File: src/rtl/dll_lock_ctrl.sv
module dll_lock_ctrl #(
  parameter logic [31:0] INIT_WORD = 32'h0010_1000,
  parameter int GAP_W   = 8,
  parameter int TMO_LIM = 4096
) (
  input  logic             clk,
  input  logic             rst_n,
  input  logic             go,
  input  logic             dll_off,
  input  logic [GAP_W-1:0] poll_gap,
  input  logic [31:0]      stat_word,
  output logic [31:0]      ctl_word,
  output logic             ctl_we,
  output logic             locked,
  output logic             lock_fail
);
  localparam int TMO_W = $clog2(TMO_LIM + 1);
  localparam logic [31:0] BASE = INIT_WORD & 32'h00FF_FFFC;

  typedef enum logic [3:0] {
    S_IDLE, S_PRM, S_ON, S_STRT, S_POLL, S_FRC, S_OFF, S_DONE, S_FAIL
  } st_t;

  st_t              st;
  logic [GAP_W-1:0] gap_cnt;
  logic [TMO_W-1:0] tmo_cnt;
  logic [7:0]       lv;
  logic             off_q;

  wire smp = (gap_cnt == '0);
  wire hit = smp && (stat_word[2:0] == 3'b111);
  wire [31:0] frc_word = BASE | {lv, 24'h0} | 32'h3;

  always_ff @(posedge clk) begin
    if (!rst_n) begin
      st      <= S_IDLE;
      gap_cnt <= '0;
      tmo_cnt <= '0;
      lv      <= '0;
      off_q   <= 1'b0;
    end else begin
      case (st)
        S_IDLE: if (go) begin
          off_q <= dll_off;
          st    <= S_PRM;
        end
        S_PRM:  st <= S_ON;
        S_ON:   st <= S_STRT;
        S_STRT: begin
          gap_cnt <= poll_gap;
          tmo_cnt <= '0;
          st      <= S_POLL;
        end
        S_POLL: begin
          if (hit) begin
            lv <= stat_word[13:6];
            st <= S_FRC;
          end else if (tmo_cnt == TMO_W'(TMO_LIM - 1)) begin
            st <= S_FAIL;
          end else begin
            tmo_cnt <= tmo_cnt + 1'b1;
            gap_cnt <= smp ? poll_gap : gap_cnt - 1'b1;
          end
        end
        S_FRC:  st <= off_q ? S_OFF : S_DONE;
        S_OFF:  st <= S_DONE;
        default: st <= st;
      endcase
    end
  end

  always_comb begin
    case (st)
      S_PRM:   ctl_word = INIT_WORD & ~32'h3;
      S_ON:    ctl_word = (INIT_WORD & ~32'h3) | 32'h2;
      S_STRT:  ctl_word = INIT_WORD | 32'h3;
      S_FRC:   ctl_word = frc_word;
      S_OFF:   ctl_word = frc_word & ~32'h2;
      default: ctl_word = '0;
    endcase
  end

  assign ctl_we    = (st == S_PRM) || (st == S_ON) || (st == S_STRT) ||
                     (st == S_FRC) || (st == S_OFF);
  assign locked    = (st == S_DONE);
  assign lock_fail = (st == S_FAIL);

  a_r2_on_then_start: assert property (@(posedge clk) disable iff (!rst_n)
    (ctl_we && ctl_word == ((INIT_WORD & ~32'h3) | 32'h2)) |=>
      (ctl_we && ctl_word == (INIT_WORD | 32'h3)));

  a_r6_off_after_force: assert property (@(posedge clk) disable iff (!rst_n)
    (ctl_we && ctl_word[0] && !ctl_word[1]) |-> ($past(ctl_we) && $past(ctl_word[1])));

  a_r7_locked_after_write: assert property (@(posedge clk) disable iff (!rst_n)
    $rose(locked) |-> $past(ctl_we));

  a_r7_locked_sticky: assert property (@(posedge clk) disable iff (!rst_n)
    locked |=> (locked && !ctl_we));

  a_r8_fail_sticky: assert property (@(posedge clk) disable iff (!rst_n)
    lock_fail |=> (lock_fail && !ctl_we));

  a_r8_excl: assert property (@(posedge clk) disable iff (!rst_n)
    !(locked && lock_fail));
endmodule

File: config.mk
export PLATFORM = sky130hd
export DESIGN_NAME = dll_lock_ctrl
export DESIGN_NICKNAME = d
export VERILOG_FILES = /design/src/rtl/dll_lock_ctrl.sv
export SDC_FILE = /design/constraint.sdc
export NUM_CORES = 1
export LEC_CHECK = 0
export BUFFER_PORTS_ARGS = -buffer_cell sky130_fd_sc_hd__buf_2
export CORE_ASPECT_RATIO = 0.9
export CORE_MARGIN = 1.5
export CORE_UTILIZATION = 51
export CTS_BUF_LIST = sky130_fd_sc_hd__clkbuf_4
export CTS_CLUSTER_SIZE = 25
export DETAILED_ROUTE_END_ITERATION = 8
export GPL_ROUTABILITY_DRIVEN = 0
export PLACE_DENSITY = 0.8
export SKIP_LAST_GASP = 1
export SYNTH_ARGS = -nofsm -noshare
export SYNTH_HDL_FRONTEND = slang
export SYNTH_SLANG_ARGS = --single-unit
File: constraint.sdc
create_clock -name clk -period 2.4 [get_ports clk]
set_input_delay 0.48 -clock clk [delete_from_list [all_inputs] [get_ports clk]]
set_output_delay 0.48 -clock clk [all_outputs]
set_load 0.005 [all_outputs]
Word-level counts from Yosys, hierarchy flattened
Cells that the tools add are included.
W data, S select, Z words.

operators by class
  mux-type cells = 13
  equality and inequality tests = 14
  $add $sub $neg = 2
  reduce and logical (&&, ||, !) cells = 13

operators by type and width
  cell                     count
  $pmux W32 S5             1
  $pmux W4 S7              1
  $mux W13                 2
  $pmux W13 S2             1
  $mux W8                  3
  $eq A4 B3 Y1 const B     4
  $pmux W8 S2              1
  $add A13 B1 Y13 const B  1
  $eq A13 B12 Y1 const B   1
  $mux W4                  3
  $eq A4 B2 Y1 const B     2
  $logic_not A8 Y1         1
  $sub A8 B1 Y8 const B    1
  $reduce_bool A7 Y1       1
  $ne A2 B2 Y1 const B     3
  $reduce_and A3 Y1        2
  $eq A4 B1 Y1 const B     1
  $eq A4 B4 Y1 const B     1
  $logic_not A4 Y1         1
  $logic_or A1 B1 Y1       4
  $reduce_and A2 Y1        2
  $eq A3 B3 Y1 const B     1
  $ne A3 B3 Y1 const B     1
  $reduce_bool A2 Y1       1
  2 further kinds          2

storage, ports and cells
  bits of input ports = 44
  output and inout port bits = 35
  register bits after elaboration = 34
  logic and storage cells = 47

Depth between registers and ports, before layout
  depth in word-level cells = 5
  mapped depth = 8
  mapped depth without buffers = 7

Least setup slack after synthesis
Ideal clock, no wire load.

  path type = register -> register
  start = register tmo_cnt[0]
  end = register st[0]
  arrival = 1.893 ns
  cell stages (with the launch flop) = 8
  clock period less this slack = 2.026 ns
  buffers on the path = 1
  required time = 2.267 ns
  path slack = 0.374 ns
  setup time = 0.133 ns
  cell sequence = dfxtp_1 ha_1 nand4_1 nor4_1 clkbuf_1 nor2_1 nor4_1 nor3_1

on the way
  word-level cells in the longest chain between the ends = 3

ends and longest elaborated chain
  element                             RTL line  source
  from (decl)                         26        logic [TMO_W-1:0] tmo_cnt;
  from (signal assigned)              61        tmo_cnt <= tmo_cnt + 1'b1;
  $eq A13 B12 Y1                      58        end else if (tmo_cnt == TMO_W'(TMO_LIM - 1)) begin
  $ne A3 B3 Y1 (no source line)       -
  $reduce_and A3 Y1 (no source line)  -
  to (signal assigned)                65        S_FRC: st <= off_q ? S_OFF : S_DONE;
  to (signal assigned)                67        default: st <= st;
  to (decl)                           24        st_t st;

Every way passes these cells.
A chain may end at the register's enable or synchronous reset.

Final worst setup path
  start = register tmo_cnt[0]
  end = register gap_cnt[0]

on the way
  word-level cells in the longest chain between the ends = 3

ends and longest elaborated chain
  element                             RTL line  source
  $eq A13 B12 Y1                      58
  $ne A2 B2 Y1 (no source line)       -
  $reduce_and A3 Y1 (no source line)  -
  to (signal assigned)                50        gap_cnt <= poll_gap;
  to (signal assigned)                62        gap_cnt <= smp ? poll_gap : gap_cnt - 1'b1;
  to (decl)                           25        logic [GAP_W-1:0] gap_cnt;

Every way passes these cells.

==> impl_metrics.env <==
export IMPL_status="finished, final reports clean"
export IMPL_synth_edf_count=0
export IMPL_vias=1860
export IMPL_worstPathRequired_ps=2650
export IMPL_r2r_start="tmo_cnt[0]"
export IMPL_startpoint="tmo_cnt[0]"
export IMPL_drtIter0Drc=119
export IMPL_endpoint="gap_cnt[0]"
export IMPL_timing_hold_ws_ps=373.4
export IMPL_path_clk_slew_ps=110
export IMPL_hold_viol=0
export IMPL_dpl_cell_count=336
export IMPL_grtUsageTotal=0.1937
export IMPL_async_reset_ff_frac=0
export IMPL_fillCellCount=333
export IMPL_synthFlopType="dfxtp_1"
export IMPL_yosysWarnings=0
export IMPL_synthAdderAreaFrac=0.01779
export IMPL_netlist_area_sq_um=2110
export IMPL_maxCapViolations=0
export IMPL_clk_insertion_delay_late_ps=330
export IMPL_grt_max_degree=21
export IMPL_arrival_ps=2390
export IMPL_power_static_leakage_nw=0.9562
export IMPL_pin_count=79
export IMPL_synth_seq_area_share=0.3227
export IMPL_tightest_slew_ps=670.6
export IMPL_cts_tree="done"
export IMPL_preCtsSetupSlack_ps=263.1
export IMPL_rrSetupSlack_ps=260
export IMPL_synth_mux_area_frac=0.05219
export IMPL_max_freq_mhz=466.8
export IMPL_clockBufferDepth=2
export IMPL_postSynthCellCount=258
export IMPL_port_buffers=37
export IMPL_clock_sinks=34
export IMPL_max_vdd_ir_drop_v=0.0003706
export IMPL_slew_headroom=0.5525
export IMPL_total_power_mw=1.370
export IMPL_ctsHoldBuffers=0
export IMPL_drive_gt1_frac=0.2349
export IMPL_core_sq_um=3836
export IMPL_die_w_um=70.80
export IMPL_skew_ps=8.305
export IMPL_final_setup_viol_count=0
export IMPL_cts_setup_buffers=0
export IMPL_wl_per_cell_um=12.00
export IMPL_slew_viol_final=0
export IMPL_start_kind="flip-flop"
export IMPL_rr_endpoint="gap_cnt[0]"
export IMPL_diodes=0
export IMPL_rows=21
export IMPL_post_dp_cell_area_sq_um=2288
export IMPL_drtAntennaViolNets=0
export IMPL_cts_buffers=5
export IMPL_layout_min_cycle_time_ps=2142
export IMPL_path_max_fanout=14
export IMPL_grt_ovfl_total=0
export IMPL_cts_root_buf="clkbuf_4"
export IMPL_synth_compound_area_share=0.1637
export IMPL_antenna_found_initial=0
export IMPL_avgSynthCellArea_sq_um=8.176
export IMPL_worst_slack_ps=257.6
export IMPL_die_area_sq_um=4532
export IMPL_synth_top_family_by_area="simple AND/OR/NAND/NOR gates"
export IMPL_worstHoldPathType="in2reg"
export IMPL_ys_types=47
export IMPL_areaGrowthSynthToFinish_pct=13.52
export IMPL_yosys_area_share_simple=0.2740
export IMPL_cts_resized=0
export IMPL_routed_via_density=5.407
export IMPL_finalCritPeriodShare=0.8927
export IMPL_rsz0062_at_grt="false"
export IMPL_die_y_um=64.02
export IMPL_wl_um=4127
export IMPL_initial_core_util=0.5499
export IMPL_critical_path_class="reg2reg"
export IMPL_synthXorXnorAreaFrac=0.04152
export IMPL_postLayoutCoreUtil=0.6243
export IMPL_fin_tns_setup_ps=0
export IMPL_finalNetCount=344
export IMPL_drc=0
export IMPL_p_per_area_nw_per_um2=572.1
export IMPL_r2r_cells=7
export IMPL_h_tree_depth=2
export IMPL_dr_pass1_iters=4
export IMPL_grt_pass1_vias=1647
export IMPL_ys_ff_latch=34
export IMPL_grt_pass1_wl_um=7307
export IMPL_dp_hpwl_um=3049
export IMPL_end_kind="flip-flop"
export IMPL_layout_cells_non_filler=344
export IMPL_fin_area_sq_um=2395
## area by class of cell
type                       instances  area (sq um)  area share
sequential                        34         680.7      0.2842
tap                               46         57.56     0.02403
timing repair buffer              49         287.8      0.1202
clock buffer                       5         37.54     0.01567
clock inverter                     3         68.82     0.02874
inverter                           6         22.52    0.009404
multi-input combinational        201          1240      0.5178
## cells in the mapped netlist (2+ instances only)
master    count  area [sq um]
dfxtp_1      34         680.7
nor4_1        7         43.79
or4_1         2         15.01
buf_6         4         45.04
nor4_2        4         50.05
a21oi_1      20         100.1
mux2i_1      11         110.1
a31oi_1       3         18.77
clkbuf_1     10         37.54
o31ai_1       5         37.54
nand3_1       8         40.04
xnor2_1       9         78.83
and2_1       10         62.56
o211ai_1      5         37.54
nand2b_1      4         25.02
inv_1         6         22.52
nor3_1        8         40.04
nand4_1       4         25.02
o21ai_0       7         35.03
ha_1          3         37.54
and3_1        2         12.51
nor4b_1       2         17.52
nor3b_1       2         15.01
nor2_1       30         112.6
nand2_1      14         52.55
o21a_1        3         22.52
buf_4        21         157.7
## registers in the layout, indices dropped and copies added, names as in the netlist
signal / cells
gap_cnt: 8
lv: 8
tmo_cnt: 13
off_q: 1
st: 4
## cell usage in the layout (no fill, tap or decap), types with 3 or more instances in the layout
cell type  netlist  layout
buf_2            0      37
dfxtp_1         34      34
nor2_1          30      30
a21oi_1         20      20
conb_1           1      20
nand2_1         14      14
mux2i_1         11      11
buf_4           21      11
and2_1          10      10
xnor2_1          9       9
nor3_1           8       8
nand3_1          8       8
o21ai_0          7       7
inv_1            6       6
nor4_1           7       6
nor4_2           4       5
o211ai_1         5       5
o31ai_1          5       5
clkbuf_4         0       5
nand2b_1         4       4
nand4_1          4       4
a31oi_1          3       3
o21a_1           3       3
ha_1             3       3
## worst min-delay path by stage
| stage | from | to | cells past startpoint |
|---|---|---|---|
| floorplan | tmo_cnt[12] | tmo_cnt[12] | 2 |
| global placement | tmo_cnt[12] | tmo_cnt[12] | 2 |
| detailed placement | tmo_cnt[12] | tmo_cnt[12] | 2 |
| CTS | stat_word[10] | lv[4] | 3 |
| global route | stat_word[8] | lv[2] | 3 |
| finish | dll_off | off_q | 3 |
## power by group
| part | internal, mW | total (mW) | leakage (nW) | switching [mW] |
|---|---|---|---|---|
| combinational | 0.110 | 0.241 | 0.626 | 0.132 |
| sequential | 0.580 | 0.599 | 0.275 | 0.0193 |
| clock | 0.326 | 0.530 | 0.0554 | 0.204 |
| total | 1.02 | 1.37 | 0.956 | 0.355 |
## per-layer routing
| metal | GRT usage | part of all wire | vias up |
|---|---|---|---|
| met3 | 0.05205 | 0.055 | 3 |
| met5 | 0 | 0 | - |
| met1 | 0.2810 | 0.52 | 856 |
| met2 | 0.2932 | 0.42 | 54 |
| li1 | - | - | 947 |
| met4 | 0.03066 | 0.0039 | 0 |
## critical path, cell delays in order (launching register included)
cell and delay, ps:
dfxtp_1 420, ha_1 210, nand4_1 120, or4_1 620
a21boi_2 250, buf_12 160, a21oi_1 40, o32ai_1 220
## cell families after synthesis
group,Yosys count
flops,34
xor+xnor,10
mux,11
simple gates,105
other cells,1
compound gates,52
buf+inv,42
fa+ha+maj,3
Note: power is estimated with default switching activity, not from simulation.
